<file path="config.mk">
export PLATFORM = sky130hd
export DESIGN_NAME = frame_seq
export DESIGN_NICKNAME = d
export VERILOG_FILES = /design/src/rtl/fs_pkg.sv /design/src/rtl/fs_frame_ctr.sv /design/src/rtl/fs_imem.sv /design/src/rtl/fs_regfile.sv /design/src/rtl/frame_seq.sv
export SDC_FILE = /design/constraint.sdc
export NUM_CORES = 1
export LEC_CHECK = 0
export BUFFER_PORTS_ARGS = -buffer_cell sky130_fd_sc_hd__buf_2
export CAP_MARGIN = 10
export CORE_ASPECT_RATIO = 1.1
export CORE_MARGIN = 3
export CORE_UTILIZATION = 30
export CTS_CLUSTER_DIAMETER = 120
export DETAILED_ROUTE_END_ITERATION = 12
export SLEW_MARGIN = 20
export SYNTH_ARGS = -nofsm -noshare
export SYNTH_HDL_FRONTEND = slang
export SYNTH_SLANG_ARGS = --single-unit
export TNS_END_PERCENT = 100
</file>
<file path="constraint.sdc">
create_clock -name clk -period 3.3 [get_ports clk]
set_input_delay 0 -clock clk [delete_from_list [all_inputs] [get_ports clk]]
set_output_delay 0 -clock clk [all_outputs]
set_load 0.02 [all_outputs]
</file>
<file path="src/rtl/fs_pkg.sv">
package fs_pkg;
    localparam int INSTR_W  = 16;
    localparam int OPC_LSB  = 13;
    localparam int FIELD_W  = 13;
    localparam int DATA_LSB = 5;
    localparam int DATA_W   = 8;
    localparam int RADDR_W  = 5;
    localparam logic [RADDR_W-1:0] DIRQ_ADDR = 5'h10;

    typedef enum logic [2:0] {
        OP_HALT   = 3'd0,
        OP_AT     = 3'd1,
        OP_OFFSET = 3'd2,
        OP_SYNC   = 3'd3,
        OP_MOVE   = 3'd4,
        OP_PAUSE  = 3'd5,
        OP_NOP6   = 3'd6,
        OP_NOP7   = 3'd7
    } opcode_e;

    typedef enum logic [2:0] {
        ST_IDLE,
        ST_FETCH,
        ST_EXEC,
        ST_AT_HOLD,
        ST_TICK_HOLD
    } state_e;
endpackage

</file>
<file path="src/rtl/fs_frame_ctr.sv">
module fs_frame_ctr #(
    parameter int FRAME_LEN = 5000,
    parameter int CW        = $clog2(FRAME_LEN)
) (
    input  logic          clk,
    input  logic          rst_n,
    input  logic          clr,
    input  logic          adv,
    output logic [CW-1:0] cnt,
    output logic          wrap
);
    localparam logic [CW-1:0] LAST = CW'(FRAME_LEN - 1);

    always_ff @(posedge clk or negedge rst_n) begin
        if (!rst_n) begin
            cnt  <= '0;
            wrap <= 1'b0;
        end else if (clr) begin
            cnt  <= '0;
            wrap <= 1'b0;
        end else begin
            wrap <= 1'b0;
            if (adv) begin
                if (cnt == LAST) begin
                    cnt  <= '0;
                    wrap <= 1'b1;
                end else begin
                    cnt <= cnt + 1'b1;
                end
            end
        end
    end

    assert_cnt_range_R2: assert property (@(posedge clk) disable iff (!rst_n)
        cnt <= LAST);
    assert_wrap_R2: assert property (@(posedge clk) disable iff (!rst_n)
        (adv && !clr && cnt == LAST) |=> (cnt == '0 && wrap));
    assert_hold_R2: assert property (@(posedge clk) disable iff (!rst_n)
        (!adv && !clr) |=> $stable(cnt));
endmodule

</file>
<file path="src/rtl/fs_imem.sv">
module fs_imem #(
    parameter int DEPTH = 64,
    parameter int W     = 16,
    parameter int AW    = $clog2(DEPTH)
) (
    input  logic          clk,
    input  logic          wr_en,
    input  logic [AW-1:0] wr_addr,
    input  logic [W-1:0]  wr_data,
    input  logic [AW-1:0] rd_addr,
    output logic [W-1:0]  rd_data
);
    logic [W-1:0] mem [DEPTH];

    always_ff @(posedge clk) begin
        if (wr_en) mem[wr_addr] <= wr_data;
    end

    assign rd_data = mem[rd_addr];
endmodule

</file>
<file path="src/rtl/fs_regfile.sv">
module fs_regfile #(
    parameter int NREG   = 16,
    parameter int DW     = 8,
    parameter int AW     = 5,
    parameter int ACT_LO = 6,
    parameter int ACT_HI = 7
) (
    input  logic          clk,
    input  logic          rst_n,
    input  logic          clr,
    input  logic          we,
    input  logic [AW-1:0] waddr,
    input  logic [DW-1:0] wdata,
    input  logic [AW-1:0] raddr,
    output logic [DW-1:0] rdata,
    output logic [2*DW-1:0] act_out
);
    localparam int IW = $clog2(NREG);

    logic [NREG-1:0][DW-1:0] regs_flat;

    for (genvar i = 0; i < NREG; i++) begin : g_reg
        logic [DW-1:0] q;
        always_ff @(posedge clk or negedge rst_n) begin
            if (!rst_n)                          q <= '0;
            else if (clr)                        q <= '0;
            else if (we && waddr == AW'(i))      q <= wdata;
        end
        assign regs_flat[i] = q;
    end

    assign rdata   = (raddr < AW'(NREG)) ? regs_flat[raddr[IW-1:0]] : '0;
    assign act_out = {regs_flat[ACT_HI], regs_flat[ACT_LO]};

    assert_ignored_addr_R5: assert property (@(posedge clk) disable iff (!rst_n)
        (we && !clr && waddr >= AW'(NREG)) |=> $stable(regs_flat));
endmodule

</file>
<file path="src/rtl/frame_seq.sv">
module frame_seq
    import fs_pkg::*;
#(
    parameter int FRAME_LEN  = 5000,
    parameter int IMEM_DEPTH = 64,
    parameter int NUM_REGS   = 16,
    parameter int ACT_LO     = 6,
    parameter int ACT_HI     = 7
) (
    input  logic        clk,
    input  logic        rst_n,
    input  logic        soft_rst,
    input  logic        clk_en,
    input  logic        qtick,
    input  logic        push_valid,
    input  logic [15:0] push_word,
    input  logic        rewind,
    input  logic        en_set,
    input  logic        en_clr,
    input  logic        mcu_irq_en,
    input  logic        dsp_irq_en,
    input  logic        dsp_irq_force,
    input  logic        dsp_irq_ack,
    input  logic [4:0]  rd_addr,
    output logic [7:0]  rd_data,
    output logic [12:0] frame_count,
    output logic [12:0] offset_val,
    output logic [12:0] synchro_val,
    output logic [15:0] act_out,
    output logic        dsp_irq_pend,
    output logic        mcu_frame_irq,
    output logic        idle
);
    localparam int CW = $clog2(FRAME_LEN);
    localparam int PW = $clog2(IMEM_DEPTH);

    state_e               state_q, state_d;
    logic                 run_q;
    logic [PW-1:0]        fptr_q, wptr_q;
    logic [INSTR_W-1:0]   instr_q, imem_rd;
    logic [FIELD_W-1:0]   wcnt_q, offset_q, synchro_q, operand;
    logic                 pend_q, wrap;
    logic [CW-1:0]        cnt;
    logic [CW:0]          at_sum, at_red;
    logic                 at_hit, exec_go, move_we, dirq_hit;
    opcode_e              op;

    fs_frame_ctr #(.FRAME_LEN(FRAME_LEN), .CW(CW)) u_ctr (
        .clk(clk), .rst_n(rst_n), .clr(soft_rst),
        .adv(clk_en && qtick), .cnt(cnt), .wrap(wrap)
    );

    fs_imem #(.DEPTH(IMEM_DEPTH), .W(INSTR_W), .AW(PW)) u_imem (
        .clk(clk), .wr_en(push_valid && !rewind && !soft_rst),
        .wr_addr(wptr_q), .wr_data(push_word),
        .rd_addr(fptr_q), .rd_data(imem_rd)
    );

    assign op       = opcode_e'(instr_q[INSTR_W-1:OPC_LSB]);
    assign operand  = instr_q[FIELD_W-1:0];
    assign exec_go  = clk_en && !soft_rst && state_q == ST_EXEC;
    assign move_we  = exec_go && op == OP_MOVE;
    assign dirq_hit = move_we && instr_q[RADDR_W-1:0] == DIRQ_ADDR && instr_q[DATA_LSB];

    // frame position seen by the hold: (counter + offset) reduced once
    assign at_sum = {1'b0, cnt} + (CW+1)'(offset_q);
    assign at_red = (at_sum >= (CW+1)'(FRAME_LEN)) ? at_sum - (CW+1)'(FRAME_LEN) : at_sum;
    assign at_hit = at_red[CW-1:0] == CW'(operand);

    fs_regfile #(.NREG(NUM_REGS), .DW(DATA_W), .AW(RADDR_W),
                 .ACT_LO(ACT_LO), .ACT_HI(ACT_HI)) u_regs (
        .clk(clk), .rst_n(rst_n), .clr(soft_rst),
        .we(move_we), .waddr(instr_q[RADDR_W-1:0]),
        .wdata(instr_q[DATA_LSB+DATA_W-1:DATA_LSB]),
        .raddr(rd_addr), .rdata(rd_data), .act_out(act_out)
    );

    // state register
    always_ff @(posedge clk or negedge rst_n) begin
        if (!rst_n)        state_q <= ST_IDLE;
        else if (soft_rst) state_q <= ST_IDLE;
        else if (clk_en)   state_q <= state_d;
    end

    // next state
    always_comb begin
        state_d = state_q;
        unique case (state_q)
            ST_IDLE:  if (run_q) state_d = ST_FETCH;
            ST_FETCH: state_d = ST_EXEC;
            ST_EXEC: begin
                unique case (op)
                    OP_HALT:  state_d = ST_IDLE;
                    OP_AT:    state_d = at_hit ? ST_FETCH : ST_AT_HOLD;
                    OP_PAUSE: state_d = (operand == '0) ? ST_FETCH : ST_TICK_HOLD;
                    default:  state_d = ST_FETCH;
                endcase
            end
            ST_AT_HOLD:   if (at_hit) state_d = ST_FETCH;
            ST_TICK_HOLD: if (qtick && wcnt_q == FIELD_W'(1)) state_d = ST_FETCH;
            default:      state_d = ST_IDLE;
        endcase
        if (!run_q) state_d = ST_IDLE;
    end

    // datapath and outputs
    always_ff @(posedge clk or negedge rst_n) begin
        if (!rst_n) begin
            run_q     <= 1'b0;
            fptr_q    <= '0;
            wptr_q    <= '0;
            instr_q   <= '0;
            wcnt_q    <= '0;
            offset_q  <= '0;
            synchro_q <= '0;
            pend_q    <= 1'b0;
        end else if (soft_rst) begin
            run_q     <= 1'b0;
            fptr_q    <= '0;
            wptr_q    <= '0;
            instr_q   <= '0;
            wcnt_q    <= '0;
            offset_q  <= '0;
            synchro_q <= '0;
            pend_q    <= 1'b0;
        end else begin
            if (en_clr)                        run_q <= 1'b0;
            else if (en_set)                   run_q <= 1'b1;
            else if (exec_go && op == OP_HALT) run_q <= 1'b0;

            if (rewind) begin
                fptr_q <= '0;
                wptr_q <= '0;
            end else begin
                if (push_valid) wptr_q <= wptr_q + 1'b1;
                if (clk_en && state_q == ST_FETCH) fptr_q <= fptr_q + 1'b1;
            end

            if (clk_en && state_q == ST_FETCH) instr_q <= imem_rd;

            if (exec_go && op == OP_PAUSE)
                wcnt_q <= operand;
            else if (clk_en && qtick && state_q == ST_TICK_HOLD)
                wcnt_q <= wcnt_q - 1'b1;

            if (exec_go && op == OP_OFFSET) offset_q  <= operand;
            if (exec_go && op == OP_SYNC)   synchro_q <= operand;

            if (dsp_irq_force || dirq_hit || (wrap && dsp_irq_en)) pend_q <= 1'b1;
            else if (dsp_irq_ack)                                  pend_q <= 1'b0;
        end
    end

    assign frame_count   = 13'(cnt);
    assign offset_val    = offset_q;
    assign synchro_val   = synchro_q;
    assign dsp_irq_pend  = pend_q;
    assign mcu_frame_irq = wrap && mcu_irq_en;
    assign idle          = state_q == ST_IDLE;

    assert_halt_idle_R8: assert property (@(posedge clk) disable iff (!rst_n)
        (exec_go && op == OP_HALT && !en_set) |=> (idle && !run_q));
    assert_pend_hold_R11: assert property (@(posedge clk) disable iff (!rst_n)
        (pend_q && !dsp_irq_ack && !soft_rst) |=> pend_q);
    assert_mcu_irq_R11: assert property (@(posedge clk) disable iff (!rst_n)
        mcu_frame_irq |-> frame_count == '0);
    assert_tick_cnt_R7: assert property (@(posedge clk) disable iff (!rst_n)
        (state_q == ST_TICK_HOLD) |-> wcnt_q != '0);
endmodule

</file>
======== Yosys cells after proc, flatten, opt, wreduce, memory -nomap -nowiden ========
Memory sizes are Yosys's and may differ from the RTL's.
Index checks and enable logic that the tools add are counted.
storage, ports and cells
  flip-flop bits (word level) ............. 214
  bits in writable memories ............... 1024
  input bits .............................. 34
  output and inout bits ................... 66
  word-level logic and storage cells ...... 210
  memories ................................ 1
memory list
  name        words  bits a word  read ports  clocked after Yosys merged registers in  wr ports  RTL line       source
  u_imem.mem  64     16           1           0                                        1         fs_imem.sv:13  logic [W-1:0] mem [DEPTH];
cells by class
  add/sub/neg operators ................... 6
  $lt $le $gt $ge ......................... 3
  equality and inequality tests ........... 30
  multiplexer cells ....................... 75
  reductions and logical operators ........ 68
operators with widths
  cell                                                                                   count
  8-bit 2-to-1 mux                                                                       34
  13-bit 2-to-1 mux                                                                      11
  2-bit nonzero test                                                                     21
  5-bit by 4-bit == test with 1-bit output, second input constant                        8
  6-bit 2-to-1 mux                                                                       6
  1-bit logical AND                                                                      33
  8-bit binary-select mux with 4-bit select                                              1
  16-bit 2-to-1 mux                                                                      2
  5-bit by 3-bit == test with 1-bit output, second input constant                        4
  3-bit 2-to-1 mux                                                                       6
  3-bit case mux with 5 select lines                                                     1
  13-bit by 13-bit adder with 14-bit output                                              1
  14-bit by 13-bit greater-or-equal comparator with 1-bit output, second input constant  1
  13-bit by 1-bit adder with 13-bit output, second input constant                        1
  13-bit by 1-bit == test with 1-bit output, second input constant                       1
  13-bit == test                                                                         1
  13-bit == test, second input constant                                                  1
  13-bit logical NOT                                                                     1
  13-bit by 1-bit subtractor with 13-bit output, second input constant                   1
  13-bit subtractor, second input constant                                               1
  6-bit by 1-bit adder with 6-bit output, second input constant                          2
  3-bit by 2-bit == test with 1-bit output, second input constant                        4
  1-bit 2-to-1 mux                                                                       12
  3-bit nonzero test                                                                     4
  other kinds (16)                                                                       24

======== Logic depth before layout (Yosys ltp) ========
Gate-level depths: netlist (run 1).
  depth after elaboration ................. 10
  mapped depth ............................ 15
  depth with buffers taken out ............ 15

======== Hierarchy ========
From an unflattened synthesis (run 1), not the netlist that was laid out.
second synthesis, totals
  cell total of the unflattened synthesis .. 3099
  area, all modules ....................... 51672.1 um^2
modules (own cells, without submodules)
  module        instances  cells an instance  area an instance (um^2)  seq. area each (um^2)
  fs_imem       1          1813               39721.8                  30749.5
  fs_regfile    1          671                6452.4                   3203.1
  frame_seq     1          531                4719.5                   1801.7
  fs_frame_ctr  1          84                 778.2                    350.3

======== Worst setup path after synthesis (run 1) ========
OpenSTA, ideal clock, no wires.
  path type ............................... register to register
  start ................................... reg u_ctr.cnt[0]
  end ..................................... reg state_q[1]
  library setup time ...................... 0.130 ns
  data arrival time ....................... 3.314 ns
  data required time ...................... 3.170 ns
  slack ................................... -0.144 ns
  cell stages (with the launch flop) ...... 15
  buffers on the path ..................... 0
  period minus slack after synthesis ...... 3.444 ns
  cell sequence ........................... dfrtp_1 -> ha_1 -> inv_1 -> fa_1 -> nor2b_1 -> o2111ai_2 -> a21oi_1 -> a211o_1 -> o21a_1 -> o211ai_4 -> nand2_4 -> mux2_2 -> a21o_1 -> a2111oi_2 -> o21ai_1
between the ends
  cells in the longest elaborated chain, start to end .. 10
  elaborated cells between the ends (all ways) .. 13
  classes of those cells .................. add/sub (2); order compare (1); eq/ne (2); mux (7); reduce/logical (1)
ends and longest elaborated chain
  item                                                                                                        RTL line            source
  start, declared                                                                                             fs_frame_ctr.sv:9   output logic [CW-1:0] cnt,
  start signal, assigned                                                                                      fs_frame_ctr.sv:28  cnt <= cnt + 1'b1;
  13-bit by 13-bit adder with 14-bit output (*)                                                               frame_seq.sv:66     assign at_sum = {1'b0, cnt} + (CW+1)'(offset_q);
  13-bit subtractor / 14-bit by 13-bit greater-or-equal comparator with 1-bit output (equally long branches)  frame_seq.sv:67     assign at_red = (at_sum >= (CW+1)'(FRAME_LEN)) ? at_sum - (CW+1)'(FRAME_LEN) : at_sum;
  13-bit 2-to-1 mux (*)                                                                                       frame_seq.sv:67
  13-bit == test (*)                                                                                          frame_seq.sv:68     assign at_hit = at_red[CW-1:0] == CW'(operand);
  2-bit 2-to-1 mux                                                                                            frame_seq.sv:94     OP_AT: state_d = at_hit ? ST_FETCH : ST_AT_HOLD;
  3-bit case mux with 3 select lines                                                                          frame_seq.sv:92     unique case (op)
  3-bit case mux with 5 select lines                                                                          frame_seq.sv:88     unique case (state_q)
  3-bit 2-to-1 mux                                                                                            frame_seq.sv:103    if (!run_q) state_d = ST_IDLE;
  3-bit 2-to-1 mux                                                                                            frame_seq.sv:82     else if (clk_en) state_q <= state_d;
  3-bit 2-to-1 mux                                                                                            frame_seq.sv:81     else if (soft_rst) state_q <= ST_IDLE;
  end signal, assigned                                                                                        frame_seq.sv:82
  end, declared                                                                                               frame_seq.sv:37     state_e state_q, state_d;
Every way passes the cells marked *; elsewhere a longest branch is shown, timed or not. The select of a mux whose other input is x is not followed.
A chain may end at the register's enable or synchronous reset.

======== Worst setup path in the final report (run 1) ========
  start ................................... reg offset_q[0] (netlist: offset_val[0])
  end ..................................... reg state_q[1]
between the ends
  cells in the longest elaborated chain, start to end .. 10
  elaborated cells between the ends (all ways) .. 13
  classes of those cells .................. add/sub (2); order compare (1); eq/ne (2); mux (7); reduce/logical (1)
ends and longest elaborated chain
  item                                                                                                        RTL line          source
  start, declared                                                                                             frame_seq.sv:41   logic [FIELD_W-1:0] wcnt_q, offset_q, synchro_q, operand;
  start signal, assigned                                                                                      frame_seq.sv:146  if (exec_go && op == OP_OFFSET) offset_q <= operand;
  13-bit by 13-bit adder with 14-bit output (*)                                                               frame_seq.sv:66
  13-bit subtractor / 14-bit by 13-bit greater-or-equal comparator with 1-bit output (equally long branches)  frame_seq.sv:67
  13-bit 2-to-1 mux (*)                                                                                       frame_seq.sv:67
  13-bit == test (*)                                                                                          frame_seq.sv:68
  2-bit 2-to-1 mux                                                                                            frame_seq.sv:94
  3-bit case mux with 3 select lines                                                                          frame_seq.sv:92
  3-bit case mux with 5 select lines                                                                          frame_seq.sv:88
  3-bit 2-to-1 mux                                                                                            frame_seq.sv:103
  3-bit 2-to-1 mux                                                                                            frame_seq.sv:82
  3-bit 2-to-1 mux                                                                                            frame_seq.sv:81
Marks and branches as above.

==> results_dict.tcl, run 1 <==
set metrics [dict create \
    critPathLaunchType "flip-flop" \
    place.gp.congestion 0.776 \
    grt_start_max_net_pins 103 \
    totalPowerFinal_mw 32.7 \
    hold_path.class "input port to flip-flop" \
    wl_um 127000 \
    maxCapViolCount 0 \
    hold_viol 0 \
    antenna_found_initial 3 \
    synthArstFlopShare_pct 17.3 \
    fp.dieW_um 398 \
    overflow 0 \
    core_area_um2 167000 \
    hpwl_um 75000 \
    fin_skew_ns 0.0407 \
    hold_path_depth 4 \
    power_leakage_nw 20.2 \
    port_buffers 99 \
    place_inst 4999 \
    nets 3000 \
    final_cells 5281 \
    crit_fanout 5 \
    slew_viol_final 0 \
    die_area_um2 174000 \
    cts_htree_levels 4 \
    synth_top_area_share_pct 60.7 \
    yosysUniqueCellTypes 70 \
    rr_worst_depth 15 \
    cts.sinks 1238 \
    cts_buffer_depth 3 \
    crit_required_ns 3.94 \
    synth-seq-area-share_pct 71.3 \
    status "complete, no violations" \
    period_minus_slack_ns 3.24 \
    ir_worst_vdd_mv 0.487 \
    worstMarginPinSlew_ns 1.13 \
    yosysWarnings 0 \
    io_pins 100 \
    gr-usage-all-layers_pct 14.6 \
    cts_tree "yes" \
    netlist.top_cell.by_area "edfxtp_1" \
    synth.net_count 2710 \
    synth_edf_count 1024 \
    rows 157 \
    place_area_um2 55100 \
    synthTopCellsByArea "edfxtp_1, mux4_2, dfrtp_1, mux2i_1, nor2_1" \
    clk_pin_slew_ns 0.06 \
    synth_area_um2 50600 \
    clock_latency_ns 0.77 \
    grt_pass1_vias 27000 \
    critPathKind "flip-flop to flip-flop" \
    drt-vias-per-instance 4.96 \
    power_density_nw_per_um2 544 \
    die_y_um 437 \
    synthFlopType "edfxtp_1" \
    drtIter0Drc 2504 \
    drc 0 \
    min_period_over_period_pct 98.2 \
    syn_to_final_growth_pct 18.7 \
    start_util_pct 30.3 \
    wl_per_cell_um 24.0 \
    cts_root_buf "clkbuf_16" \
    grt_pass1_wl_um 188000 \
    final_area_um2 60100 \
    fmax_ghz 0.309 \
    syn_inst 2656 \
    final-setup-viol-count 0 \
    syn_avg_cell_area_um2 19.1 \
    mostFrequentLayoutCells "edfxtp_1, mux4_2, dfrtp_1" \
    dr.pass1.iters 5 \
    cp.arrival_ns 3.88 \
    ant_nets 0 \
    vias 26200 \
    layout_commonest_cell "edfxtp_1" \
    drive_above_1_share_pct 31.4 \
    ys_ff_latch 1238 \
    endpoint_kind "flip-flop" \
    rsz0062_at_grt "true" \
    cts_buffers 135 \
    max_slew_margin_pct 24.9 \
]
[what timing repair did]
item	CTS	global route
endpoints found under the hold margin	636	128
resized for setup	7	10
setup endpoints to repair	1	9
pin swaps	3	15
gates cloned	0	0
buffers inserted	1	2
hold buffers	30	2
[area by class of cell]
type                    instances  area, µm²
fillers                     15400     107000
flip-flops and latches       1238      36100
multi-input cells            1239      14100
clock buffers                 169       3550
well taps                    2226       2790
repair buffers                319       2620
clock inverters                70        855
inverters                      13       48.8
diodes                          7       17.5
[routing by layer]
metal  up-vias  routed length, µm  track usage [%]
li1      11200                  -                -
met1     14100              53800             19.7
met2       725              63200             24.1
met3       165               6970             2.85
met4         0               2750             4.14
met5         -                  0                0
[cells by family (layout without fill, tap and decap cells)]
logic type / after synthesis / in the layout / share of synthesized area, %
buffers and inverters: 179 / 571 / 1.36
other: 0 / 7 / 0
AOI/OAI and AO/OA: 135 / 135 / 1.74
DFF: 1238 / 1238 / 71.3
and+or+nand+nor: 525 / 525 / 4.78
adders and majority gates: 20 / 20 / 0.509
xor gates and xnor gates: 48 / 48 / 0.897
muxes: 511 / 511 / 19.4
[where the power goes]
part           internal [mW]  switching (mW)  total (mW)  leakage [nW]
clock network           8.61            6.42        15.0          2.15
registers               16.9          0.0163        17.0          12.2
logic                  0.205           0.493       0.698          5.89
total                   25.8            6.93        32.7          20.2
[worst max-delay path, cell delays in order (launching register included)]
cell,delay [ns]
dfrtp_2,0.38
ha_4,0.14
inv_1,0.05
fa_2,0.37
nor2b_2,0.15
buf_4,0.14
o2111ai_4,0.17
a21oi_2,0.23
or4_4,0.15
nand3_4,0.11
or2b_4,0.30
nand2_4,0.08
mux2_4,0.29
a21o_1,0.18
a2111oi_4,0.29
o21ai_1,0.08
[worst paths after layout]
| path | start | end | slack [ns] |
|---|---|---|---|
| setup reg to reg | offset_val[0]$_DFFE_PN0P_ | state_q[1]$_DFFE_PN0P_ | 0.06 |
| hold / removal | dsp_irq_en | dsp_irq_pend$_DFFE_PN0P_ | 0.10 |
| min in group asynchronous | rst_n | u_regs.g_reg[7].q[5]$_DFFE_PN0P_ | 0.40 |
| setup / recovery | offset_val[0]$_DFFE_PN0P_ | state_q[1]$_DFFE_PN0P_ | 0.06 |
| hold reg to reg | u_regs.g_reg[15].q[1]$_DFFE_PN0P_ | u_regs.g_reg[15].q[1]$_DFFE_PN0P_ | 0.51 |
| max in group asynchronous | rst_n | u_ctr.cnt[4]$_DFFE_PN0P_ | 2.51 |
[registers in the layout (all words and copies together), names as in the netlist]
| signal | cells |
|---|---|
| run_q | 1 |
| u_ctr.wrap | 1 |
| fptr_q | 6 |
| state_q | 3 |
| synchro_val | 13 |
| wcnt_q | 13 |
| u_regs.g.q | 128 |
| u_ctr.cnt | 13 |
| dsp_irq_pend | 1 |
| u_imem.mem | 1024 |
| offset_val | 13 |
| wptr_q | 6 |
| instr_q | 16 |
[synthesized netlist by cell type, types with 5 or more instances]
cell type and count:
buf_1 30, nor3_1 15, nor3b_1 5, inv_1 13, xor2_1 23, nand4_1 20
a211oi_1 11, nor4_1 5, xnor2_1 22, mux4_2 376, a21oi_1 62, edfxtp_1 1024
or3_1 16, mux2i_1 132, nand2_1 106, nand3_1 48, ha_1 19, a21o_1 9
nand2b_1 5, nor2_1 250, o21ai_0 20, nor2b_1 18, dfrtp_1 214, clkbuf_1 129
nand3b_1 7, buf_2 5
[metrics by stage]
stage / TNS (ns) / worst slack, ns / hold slack (ns) / util (%)
after detailed placement: -0.0912 / -0.0912 / 0.0240 / 33.0
after floorplan: 0 / 0.0143 / -0.296 / -
final: 0 / 0.0593 / 0.105 / 35.9
after global routing: -0.120 / -0.120 / 0.117 / 35.9
after CTS: 0 / 0.00164 / 0.0145 / 35.8
after global placement: -0.0869 / -0.0869 / 0.0296 / 33.0
Note: power is estimated with default switching activity, not from simulation.
==> inputs of run 2 (changes only) <==
Settings changed: SYNTH_HIERARCHICAL set to 1.
==> results_dict.tcl, run 2 <==
set metrics [dict create \
    wl_um 132000 \
    synth_common_cells "edfxtp_1, mux4_2, nand2_1" \
    endpoint_kind "flip-flop" \
    clock_latency_ns 0.75 \
    dr.pass1.iters 6 \
    multiInputGateArea_um2 14500 \
    max_slew_margin_pct 25.7 \
    hpwl_um 83100 \
    rows 159 \
    synthFlopType "edfxtp_1" \
    ir_worst_vdd_mv 0.557 \
    crit_fanout 5 \
    synth.net_count 3153 \
    grt_pass1_wl_um 197000 \
    power_leakage_nw 20.4 \
    power_density_nw_per_um2 528 \
    status "complete, but fails checks" \
    critPathLaunchType "flip-flop" \
    critPathTopFamily "compound AO/OA/AOI/OAI gates" \
    min_period_over_period_pct 117 \
    critPathKind "flip-flop to flip-flop" \
    largest_register "u_imem/mem" \
    path_common_cell "mux2_4" \
    syn_inst 3099 \
    hold_path_depth 1 \
    rr_worst_depth 14 \
    gr-usage-all-layers_pct 14.7 \
    yosysUniqueCellTypes 88 \
    cp.arrival_ns 4.46 \
    crit_required_ns 3.91 \
    rr_endpoint "state_q[2]$_DFFE_PN0P_" \
    drt-vias-per-instance 5.04 \
    io_pins 100 \
    nets 3479 \
    fin_util_pct 35.7 \
    syn_to_final_growth_pct 17.9 \
    synth_area_um2 51700 \
    core_area_um2 171000 \
    wl_per_cell_um 22.8 \
    drive_above_1_share_pct 25.1 \
    tns_ns -1.60 \
    mostFrequentLayoutCells "edfxtp_1, buf_4, mux4_2" \
    grt_pass1_vias 29500 \
    synthArstFlopShare_pct 17.3 \
    largest_reg_flops 1024 \
    cts.sinks 1238 \
    reg2reg_slack_ns -0.55 \
    cts_tree "yes" \
    cts_buffer_depth 3 \
    synth-seq-area-share_pct 69.9 \
    hp-start "push_word[7]" \
    vias 29200 \
    fp.dieW_um 402 \
    clk_pin_slew_ns 0.06 \
    ys_ff_latch 1238 \
    layout.area.seq_um2 36100 \
    fmax_ghz 0.260 \
    layout_commonest_cell "edfxtp_1" \
    drc 0 \
    fin_skew_ns 0.0615 \
    rsz0062_at_grt "true" \
    ant_nets 0 \
    path_cells "ha_4 -> inv_2 -> fa_2 -> nand2b_4 -> a211o_4 -> and2_4 -> a2111oi_4 -> nor4_4 -> o31ai_4 -> nand2_2 -> mux2_4 -> nor4b_4 -> a31oi_4 -> mux2_4" \
    start_util_pct 30.2 \
    place.gp.congestion 0.826 \
    grt_start_max_net_pins 97 \
    yosysMostFrequentCell "edfxtp_1" \
    die_y_um 441 \
    syn_avg_cell_area_um2 16.7 \
    final-setup-viol-count 3 \
    rr_startpoint "u_ctr/cnt[0]$_DFFE_PN0P_" \
    cts_htree_levels 3 \
    n_fill_cell 16000 \
    setup_ws_ns -0.552 \
    netlist.top_cell.by_area "edfxtp_1" \
    cp_slowest_cell "a2111oi_4" \
    port_buffers 99 \
    drtIter0Drc 2831 \
    reg.largest.list "u_imem/mem (1024), u_regs/g.q (128), instr_q (16)" \
    antenna_found_initial 4 \
    violations "negative setup slack" \
    period_minus_slack_ns 3.85 \
    min_to "u_imem/mem[30][7]$_DFFE_PP_" \
    slowest_delay_ns 0.43 \
    worstMarginPinSlew_ns 1.11 \
    hold_path.class "input port to flip-flop" \
    slew_viol_final 0 \
    overflow 0 \
    cts_buffers 121 \
    hold_viol 0 \
    cts_root_buf "clkbuf_16" \
    synth_edf_count 1024 \
    synth_top_area_share_pct 59.5 \
    maxCapViolCount 0 \
    yosysWarnings 6 \
    crit_buf_inv 1 \
    die_area_um2 177000 \
    synthTopCellsByArea "edfxtp_1, dfrtp_1, mux4_2, mux2i_1, nand2_1" \
]
==> run 2: changes by cell type in the layout (fill, tap and decap cells not counted), sizes merged, moves of 27 or more <==
cell,delta
a21oi,+81
a22oi,+62
buf,+89
mux2,+27
mux2i,+77
mux4,-144
nand2,+121
nand3,+73
nor2,-41
==> run 2: area by class of cell <==
| class | instances | share of cell area [%] |
|---|---|---|
| clock inverter | 64 | 1.29 |
| antenna | 3 | 0.0123 |
| timing repair buffer | 405 | 5.18 |
| tap | 2254 | 4.63 |
| clock buffer | 164 | 5.64 |
| multi-input combinational | 1643 | 23.9 |
| inverter | 16 | 0.0986 |
| sequential | 1238 | 59.3 |
==> run 2: worst max-delay path by stage <==
stage	from	to	cells past startpoint
6_report	u_ctr/cnt[0]$_DFFE_PN0P_	state_q[2]$_DFFE_PN0P_	14
5_1_grt	u_ctr/cnt[0]$_DFFE_PN0P_	state_q[1]$_DFFE_PN0P_	14
4_1_cts	u_ctr/cnt[0]$_DFFE_PN0P_	state_q[1]$_DFFE_PN0P_	14
3_5_place_dp	u_ctr/cnt[0]$_DFFE_PN0P_	state_q[2]$_DFFE_PN0P_	14
3_3_place_gp	u_ctr/cnt[0]$_DFFE_PN0P_	state_q[2]$_DFFE_PN0P_	14
2_1_floorplan	u_ctr/cnt[0]$_DFFE_PN0P_	state_q[1]$_DFFE_PN0P_	14
==> run 2: per-stage QoR <==
| stage | hold slack, ns | cell area, µm² | setup WS [ns] | power (mW) | cells |
|---|---|---|---|---|---|
| 3_3_place_gp | 0.0940 | 56300 | -0.460 | 18.0 | 5520 |
| 4_1_cts | 0.0256 | 60900 | -0.503 | 32.5 | 5779 |
| 2_1_floorplan | -0.296 | 51800 | -0.364 | 17.5 | 3099 |
| 5_1_grt | 0.0320 | 60900 | -0.693 | 33.2 | 5784 |
| 3_5_place_dp | 0.105 | 56300 | -0.560 | 18.0 | 5520 |
| 6_report | 0.0569 | 60900 | -0.552 | 32.1 | 5787 |
==> run 2: power breakdown <==
group | leakage (nW) | internal, mW | switching, mW | total [mW]
logic | 6.19 | 0.192 | 0.540 | 0.732
registers | 12.2 | 16.9 | 0.0139 | 17.0
clock network | 2.06 | 8.40 | 6.05 | 14.5
==> run 2: cells by family after synthesis <==
family / share of synthesized area (%)
and+or+nand+nor: 6.81
buffers and inverters: 2.38
DFF: 69.9
xor gates and xnor gates: 0.811
AOI/OAI and AO/OA: 4.77
adders and majority gates: 0.499
muxes: 14.9
==> run 2: per-layer routing <==
layer  wire, µm  vias to the layer above  track usage (%)
li1           -                    12800                -
met1      56800                    15100             20.2
met2      61500                     1017             23.2
met3       9240                      211             3.01
met4       4510                        2             5.11
met5         13                        -                0
==> run 2: timing repair <==
item / CTS / global route
hold endpoints to repair: 697 / 116
setup buffers: 4 / 3
hold buffers: 27 / 2
resized for setup: 10 / 1
setup endpoints to repair: 3 / 3
pin swaps: 3 / 9
